==> src/rtl/bd_link_pkg.sv <==
package bd_link_pkg;

  typedef enum logic [1:0] {
    SRC_IDLE,
    SRC_WAIT,
    SRC_HOLD,
    SRC_RTZ
  } srcState_t;

  typedef enum logic [1:0] {
    SNK_IDLE,
    SNK_WAIT,
    SNK_RTZ
  } snkState_t;

  // strobes from control to datapath
  typedef struct packed {
    logic issue;    // load link word, start source timer
    logic srcTick;  // count source timer down
    logic capture;  // load capture register, start sink timer
    logic snkTick;  // count sink timer down
  } dpStrobe_t;

endpackage

==> src/rtl/bd_link_timer.sv <==
module bd_link_timer #(
  parameter int CW = 8
) (
  input  logic          clk,
  input  logic          rstN,
  input  logic          load,
  input  logic          tick,
  input  logic [CW-1:0] loadVal,
  output logic          done
);

  logic [CW-1:0] count;

  always_ff @(posedge clk) begin
    if (!rstN) begin
      count <= '0;
    end else if (load) begin
      count <= loadVal;
    end else if (tick && count != '0) begin
      count <= count - 1'b1;
    end
  end

  assign done = (count == '0);

endmodule

==> src/rtl/bd_link_dp.sv <==
module bd_link_dp
  import bd_link_pkg::*;
#(
  parameter int DW = 16,
  parameter int CW = 8
) (
  input  logic          clk,
  input  logic          rstN,
  input  dpStrobe_t     strobe,
  input  logic [DW-1:0] sendData,
  input  logic [CW-1:0] cfgSrcDelay,
  input  logic [CW-1:0] cfgSnkDelay,
  output logic [DW-1:0] linkData,
  output logic [DW-1:0] rcvData,
  output logic          srcDone,
  output logic          snkDone
);

  localparam int NTIMERS = 2;

  logic [NTIMERS-1:0]         tLoad;
  logic [NTIMERS-1:0]         tTick;
  logic [NTIMERS-1:0][CW-1:0] tVal;
  logic [NTIMERS-1:0]         tDone;

  assign tLoad = {strobe.capture, strobe.issue};
  assign tTick = {strobe.snkTick, strobe.srcTick};
  assign tVal  = {cfgSnkDelay, cfgSrcDelay};

  // index 0 paces the source, index 1 paces the sink
  for (genvar gi = 0; gi < NTIMERS; gi++) begin : gTimer
    bd_link_timer #(.CW(CW)) timerInst (
      .clk    (clk),
      .rstN   (rstN),
      .load   (tLoad[gi]),
      .tick   (tTick[gi]),
      .loadVal(tVal[gi]),
      .done   (tDone[gi])
    );
  end

  assign srcDone = tDone[0];
  assign snkDone = tDone[1];

  always_ff @(posedge clk) begin
    if (!rstN) begin
      linkData <= '0;
      rcvData  <= '0;
    end else begin
      if (strobe.issue)   linkData <= sendData;
      if (strobe.capture) rcvData  <= linkData;
    end
  end

endmodule

==> src/rtl/bd_link_ctrl.sv <==
module bd_link_ctrl
  import bd_link_pkg::*;
(
  input  logic      clk,
  input  logic      rstN,
  input  logic      sendValid,
  input  logic      cfgTwoPhase,
  input  logic      srcDone,
  input  logic      snkDone,
  output dpStrobe_t strobe,
  output logic      reqLine,
  output logic      ackLine,
  output logic      srcIdle,
  output logic      rcvValid
);

  srcState_t srcState;
  snkState_t snkState;
  logic      twoPhase;

  always_comb begin
    strobe.issue   = (srcState == SRC_IDLE) && sendValid;
    strobe.srcTick = (srcState == SRC_WAIT) && !srcDone;
    strobe.capture = (snkState == SNK_IDLE) && (reqLine != ackLine);
    strobe.snkTick = (snkState == SNK_WAIT) && !snkDone;
  end

  assign srcIdle = (srcState == SRC_IDLE);

  // source side
  always_ff @(posedge clk) begin
    if (!rstN) begin
      srcState <= SRC_IDLE;
      reqLine  <= 1'b0;
      twoPhase <= 1'b0;
    end else begin
      unique case (srcState)
        SRC_IDLE: begin
          if (sendValid) begin
            if (!reqLine) twoPhase <= cfgTwoPhase;
            srcState <= SRC_WAIT;
          end
        end
        SRC_WAIT: begin
          if (srcDone) begin
            reqLine  <= twoPhase ? ~reqLine : 1'b1;
            srcState <= SRC_HOLD;
          end
        end
        SRC_HOLD: begin
          if (ackLine == reqLine) begin
            if (twoPhase) begin
              srcState <= SRC_IDLE;
            end else begin
              reqLine  <= 1'b0;
              srcState <= SRC_RTZ;
            end
          end
        end
        SRC_RTZ: begin
          if (!ackLine) srcState <= SRC_IDLE;
        end
        default: srcState <= SRC_IDLE;
      endcase
    end
  end

  // sink side
  always_ff @(posedge clk) begin
    if (!rstN) begin
      snkState <= SNK_IDLE;
      ackLine  <= 1'b0;
      rcvValid <= 1'b0;
    end else begin
      rcvValid <= 1'b0;
      unique case (snkState)
        SNK_IDLE: begin
          if (reqLine != ackLine) begin
            rcvValid <= 1'b1;
            snkState <= SNK_WAIT;
          end
        end
        SNK_WAIT: begin
          if (snkDone) begin
            ackLine  <= twoPhase ? ~ackLine : 1'b1;
            snkState <= twoPhase ? SNK_IDLE : SNK_RTZ;
          end
        end
        SNK_RTZ: begin
          if (!reqLine) begin
            ackLine  <= 1'b0;
            snkState <= SNK_IDLE;
          end
        end
        default: snkState <= SNK_IDLE;
      endcase
    end
  end

endmodule

==> src/rtl/bd_link.sv <==
module bd_link
  import bd_link_pkg::*;
#(
  parameter int DW = 16,
  parameter int CW = 8
) (
  input  logic          clk,
  input  logic          rstN,
  input  logic          cfgTwoPhase,
  input  logic [CW-1:0] cfgSrcDelay,
  input  logic [CW-1:0] cfgSnkDelay,
  input  logic          sendValid,
  input  logic [DW-1:0] sendData,
  output logic          srcIdle,
  output logic [DW-1:0] linkData,
  output logic          reqLine,
  output logic          ackLine,
  output logic          rcvValid,
  output logic [DW-1:0] rcvData
);

  dpStrobe_t strobe;
  logic      srcDone;
  logic      snkDone;

  bd_link_ctrl ctrlInst (
    .clk        (clk),
    .rstN       (rstN),
    .sendValid  (sendValid),
    .cfgTwoPhase(cfgTwoPhase),
    .srcDone    (srcDone),
    .snkDone    (snkDone),
    .strobe     (strobe),
    .reqLine    (reqLine),
    .ackLine    (ackLine),
    .srcIdle    (srcIdle),
    .rcvValid   (rcvValid)
  );

  bd_link_dp #(.DW(DW), .CW(CW)) dpInst (
    .clk        (clk),
    .rstN       (rstN),
    .strobe     (strobe),
    .sendData   (sendData),
    .cfgSrcDelay(cfgSrcDelay),
    .cfgSnkDelay(cfgSnkDelay),
    .linkData   (linkData),
    .rcvData    (rcvData),
    .srcDone    (srcDone),
    .snkDone    (snkDone)
  );

endmodule

==> config.mk <==
export PLATFORM = sky130hd
export DESIGN_NAME = bd_link
export DESIGN_NICKNAME = d
export VERILOG_FILES = /design/src/rtl/bd_link_pkg.sv /design/src/rtl/bd_link_timer.sv /design/src/rtl/bd_link_dp.sv /design/src/rtl/bd_link_ctrl.sv /design/src/rtl/bd_link.sv
export SDC_FILE = /design/constraint.sdc
export NUM_CORES = 1
export LEC_CHECK = 0
export BUFFER_PORTS_ARGS = -buffer_cell sky130_fd_sc_hd__buf_2
export CORE_MARGIN = 2
export CORE_UTILIZATION = 45
export DETAILED_ROUTE_END_ITERATION = 10
export PLACE_DENSITY = 0.82
export SLEW_MARGIN = 20
export SYNTH_ARGS = -nofsm -noshare
export SYNTH_HDL_FRONTEND = slang
export SYNTH_SLANG_ARGS = --single-unit
==> constraint.sdc <==
create_clock -name clk -period 1.65 [get_ports clk]
set_input_delay 0.2475 -clock clk [delete_from_list [all_inputs] [get_ports clk]]
set_output_delay 0.2475 -clock clk [all_outputs]
set_load 0.05 [all_outputs]
Word level (Yosys, flattened, before mapping)
Cells that the tools add are included.

word-level totals
  output and inout bits = 36
  logic and storage cells = 78
  flip-flop bits (word level) = 56
  input port bits = 36

operators by class
  bitwise logic cells = 2
  muxes and demuxes = 25
  equal/unequal tests = 15
  add/sub/neg operators = 2
  reductions and logical operators = 24

operator list
  cell                   count
  $mux W8                4
  $mux W2                9
  $logic_not A8 Y1       2
  $reduce_bool A8 Y1     2
  $sub A8 B1 Y8 const B  2
  $ne A2 B2 Y1 const B   5
  $reduce_and A3 Y1      3
  $mux W1                8
  $pmux W2 S4            1
  $reduce_and A4 Y1      2
  $reduce_bool A2 Y1     4
  $eq A2 B2 Y1 const B   3
  $logic_and A1 B1 Y1    6
  $ne A2 B1 Y1 const B   3
  $pmux W2 S3            1
  $eq A2 B1 Y1 const B   2
  $logic_not A2 Y1       2
  $pmux W1 S2            2
  $logic_not A1 Y1       2
  $not A1 Y1             2
  $reduce_and A2 Y1      1
  $eq A1 B1 Y1           1
  $ne A1 B1 Y1           1

Logic depth before layout (Yosys ltp)
  depth after elaboration = 6
  gate-level depth with buffers = 7
  depth with buffers taken out = 6

Cells and area by module
A second synthesis with hierarchy kept.

unflattened totals
  cell total of the unflattened synthesis = 269
  area total of the unflattened synthesis = 2688.8 sq um

by module, submodules not included
  module         cells an instance  times used  seq. area each (sq um)  area each (sq um)
  bd_link_dp     103                1           640.6                   1234.9
  bd_link_timer  58                 2           160.2                   508.0
  bd_link_ctrl   50                 1           160.2                   437.9

Worst setup path after synthesis
Ideal clock, no wire load.

  kind = register -> register
  start point = register ctrlInst.reqLine
  end point = register dpInst.gTimer[1].timerInst.count[4]
  cell stages (with the launch flop) = 8
  setup time = 138 ps
  clock period less this slack = 1897 ps
  setup slack = -247 ps
  path buffers = 3
  data required time = 1512 ps
  arrival time = 1759 ps
  cell sequence = dfxtp_1 > buf_2 > xnor2_1 > or3_1 > clkbuf_1 > clkbuf_1 > o21ai_0 > a31oi_1

on the way
  word-level cells in the longest chain between the ends = 3
  elaborated cells on any way between the ends = 4
  classes of those cells = 1 x eq/ne; 1 x mux; 2 x reduce/logical

ends and longest elaborated chain
  element                                               RTL line             text
  start, declared                                       bd_link_ctrl.sv:11   output logic reqLine,
  start signal, assigned                                bd_link_ctrl.sv:46   reqLine <= twoPhase ? ~reqLine : 1'b1;
  $ne A1 B1 Y1 (*)                                      bd_link_ctrl.sv:24   strobe.capture = (snkState == SNK_IDLE) && (reqLine != ackLine);
  $logic_and A1 B1 Y1 (*)                               bd_link_ctrl.sv:24
  $mux W8 / $reduce_bool A2 Y1 (equally long branches)  -
  end signal, assigned                                  bd_link_timer.sv:18  count <= loadVal;
  end signal, assigned                                  bd_link_timer.sv:20  count <= count - 1'b1;
  end, declared                                         bd_link_timer.sv:12  logic [CW-1:0] count;

Mark *: on every way between the ends. The rest lies on a longest branch, timed or not.
A chain may end at the register's enable or synchronous reset.

Final worst setup path
  start point = register dpInst.gTimer[1].timerInst.count[0]
  end point = register dpInst.gTimer[1].timerInst.count[7]

on the way
  word-level cells in the longest chain between the ends = 5
  elaborated cells on any way between the ends = 9
  classes of those cells = 1 x add/sub; 2 x mux; 6 x reduce/logical

ends and longest elaborated chain
  element
  branches (longest 5 deep; another with $sub A8 B1 Y8)

Several ways; the timed one is not identified. The select of a mux whose other input is x is not followed.

==> results.md <==
* Status: complete, but fails checks
* Violated checks: negative setup slack
* CP arrival at approximately 1.9 ns
* Number of max-cap violations at 0
* Max Slew Vio Count at 0
* Hold_buf cts at 0
* Netlist cell types at 50
* Seq/Total Area, Yosys at 0.443
* R2R depth at 4
* TritonRoute pass-1 iters at 4
* Post-Syn Area at between 0.002 and 0.003 sq mm
* Core area at between 0.005 and 0.006 sq mm
* Place WS at -0.102 ns
* Vias per Instance at approximately 5.3
* Primary FF master, synth: dfxtp_1
* Routed len/inst at between 10 and 15 microns
* Total grt overflow at 0
* Critical path origin: dpInst.gTimer[1].timerInst.count[0]
* Final Net Count at between 400 and 500
* WP data required at around 1.9 ns
* Asr flop ratio synth at 0
* Largest net degree at the start of global routing at 24
* Share of cells above drive strength 1 at 0.342
* Final period utilization at 1.03
* EDFF count, synth at 0
* Crit Path Max Fanout at 3
* PnR worst setup slack at -0.0559 ns
* Startpoint types: flop
* Min-delay src: sendData[0]
* Total number of vias at 2,554
* Area delta synth->final at 31.5%
* Routability congestion estimate at 0.935
* Top cells by area, synth: dfxtp_1 (44%), nand2_1 (11%), a21oi_1 (9.7%), o21ai_0 (2.6%), a211oi_1 (2.1%)
* Num rows at 27
* Crit path time final at 1.71 ns
* Sw Pwr at about 2.3 mW
* Initial core utilization at 0.462
* WL final at 6400 microns
* Placed instance area at 0.00311 sq mm
* Die Y at 79.0 microns
* RR Startpoint: dpInst.gTimer[1].timerInst.count[0]
* Internal power at between 3 and 4 mW
* Num CTS Buffers at 5
* Die ar. at between 0.006 and 0.007 sq mm
* Syn_area_per_cell at 7.96 sq um
* Die W at 79.0 microns
* # IOs at 72
* CP endpoint kind: flop
* Top-area cell type share of the netlist area at 0.443
* F_max at 586 MHz
* TritonCTS Sinks at 56
* First-pass GRT wire length at 10,400 microns
* Post-Synthesis Cells at 318
* Leak Pwr at about 1.4 nW
* Sequential Power Share at 0.344
* Vias in the first global route at 2,401
* Final Cell Area at roughly 0.0033 sq mm
* Power Dens Cells at roughly 1600 mW/mm^2
* Synth area leader: dfxtp_1
* Min-Delay Path Depth at 3
* Worst skew pair latency at 0.31 ns
* Initial antenna violation count at 0
* Clock-pin slew on the worst setup and hold paths at approximately 0.1 ns
* Filler instances at 497
* Post-synth net total at 358
* Hpwl dp at 4530 microns
* DRT iter0 DRCs at 106
* Post-route DRC at 0
* Sw Share at 0.421
* Buffers on Ports at 71
* CTS Buffer Depth at 2
* RSZ-0062 raised after global routing: yes
* Final Hold Violating Endpoints at 0
* YS warnings at 0
* Synthesized flop and latch total at 56
* H-tree Lvls at 2
* CTS root buf: clkbuf_8
* Hold Path Class: input port to flop
* CP Class: flop to flop
* Worst-Margin Slew at 0.394 ns
* Gr usage total at 0.207
* Rel. slew slack at 0.730
* CTS tree: done
* ANT nets after route at 0
* Comb pwr share at 0.501
* Clock Skews at roughly 0.01 ns
* VDD IR max at 0.000760 V
* # diodes at 0
* Clock share of power at 0.155
* Setup violations, final at 1
-- synth_stat cells, types with 2 or more instances --
library cell	count
a211oi_1	7
a21o_1	2
a21oi_1	49
a31oi_1	3
buf_2	8
clkbuf_1	13
dfxtp_1	56
ha_1	4
inv_1	6
nand2_1	77
nand2b_1	2
nand3_1	6
nand3b_1	3
nor2_1	13
nor2b_1	4
nor3_1	5
nor3b_1	3
nor4_1	4
o211ai_1	2
o21ai_0	13
or3_1	4
or4_1	2
xnor2_1	5
-- repair_timing --
item	in CTS	in global routing
cloned	0	1
pin swaps	0	8
setup buffers	2	0
resized for setup	8	17
setup endpoints to repair	6	32
-- sequential cells by signal, summed over array words and instances, names as in the netlist --
| signal | cells |
|---|---|
| ctrlInst.ackLine | 1 |
| ctrlInst.rcvValid | 1 |
| ctrlInst.reqLine | 1 |
| ctrlInst.snkState | 2 |
| ctrlInst.srcState | 2 |
| ctrlInst.twoPhase | 1 |
| dpInst.gTimer.timerInst.count | 16 |
| dpInst.linkData | 16 |
| dpInst.rcvData | 16 |
-- layout by cell type (no fill, tap or decap), types with 5 or more instances in the layout --
master,instances
a21oi_1,48
o21ai_0,12
buf_4,29
nor2_1,12
xnor2_1,5
nand3_1,5
nand2_1,77
dfxtp_1,51
a211oi_1,5
clkbuf_8,5
buf_2,71
-- cell type report --
| class | count | area (sq um) | area share |
|---|---|---|---|
| clock inverter | 1 | 8.76 | 0.00263 |
| tap | 72 | 90.1 | 0.0271 |
| multi-input combinational | 235 | 1390 | 0.419 |
| sequential | 56 | 1130 | 0.340 |
| inverter | 6 | 22.5 | 0.00677 |
| clock buffer | 7 | 97.6 | 0.0293 |
| timing repair buffer | 101 | 584 | 0.176 |
-- metrics by stage --
step / util / hold WS [ns] / cells / TNS [ns] / power [mW]
global route: 0.608 / 0.156 / 478 / -0.491 / 5.80
detailed placement: 0.569 / 0.449 / 467 / -0.300 / 4.33
finish: 0.608 / 0.160 / 478 / -0.0559 / 5.42
floorplan: - / 0.384 / 318 / -0.00317 / 3.53
CTS: 0.595 / 0.155 / 477 / -0.0912 / 5.27
global placement: 0.569 / 0.440 / 467 / 0 / 4.27
-- cells by family (layout without fill, tap and decap cells) --
kind of cell,count (synthesis),in the layout,synth area share
xor gates and xnor gates,5,5,0.0173
adders and majority gates,4,4,0.0198
muxes,2,2,0.00841
and+or+nand+nor,133,133,0.253
AOI/OAI and AO/OA,90,91,0.213
buffers and inverters,28,115,0.0455
DFF,56,56,0.443
-- critical path, stage by stage, from the launching register on --
cell,delay (ns)
dfxtp_2,0.34
or4b_4,0.55
or2_1,0.24
o211a_1,0.21
o31a_1,0.26
-- power groups by stage --
| stage | Combinational, mW | Clock (mW) | Sequential (mW) |
|---|---|---|---|
| after floorplan | 1.36 | 0 | 2.17 |
| after detailed placement | 2.47 | 0 | 1.86 |
| final | 2.72 | 0.842 | 1.86 |
| after global routing | 2.98 | 0.915 | 1.91 |
| after global placement | 2.41 | 0 | 1.85 |
| after CTS | 2.56 | 0.861 | 1.84 |
-- layer usage --
layer	share of wire	GRT usage	up-vias
li1	-	-	1288
met5	0	0	-
met1	0.45	0.263	1190
met3	0.049	0.0318	7
met2	0.49	0.357	69
met4	0.014	0.0707	0
-- path summary, 6_finish.rpt --
kind                                               to  slack [ns]
hold reg to reg                     dpInst.rcvData[0]        0.46
setup / recovery  dpInst.gTimer[1].timerInst.count[7]       -0.06
setup reg to reg  dpInst.gTimer[1].timerInst.count[7]       -0.06
hold / removal                     dpInst.linkData[0]        0.16
(Power assumes the default switching activity.)
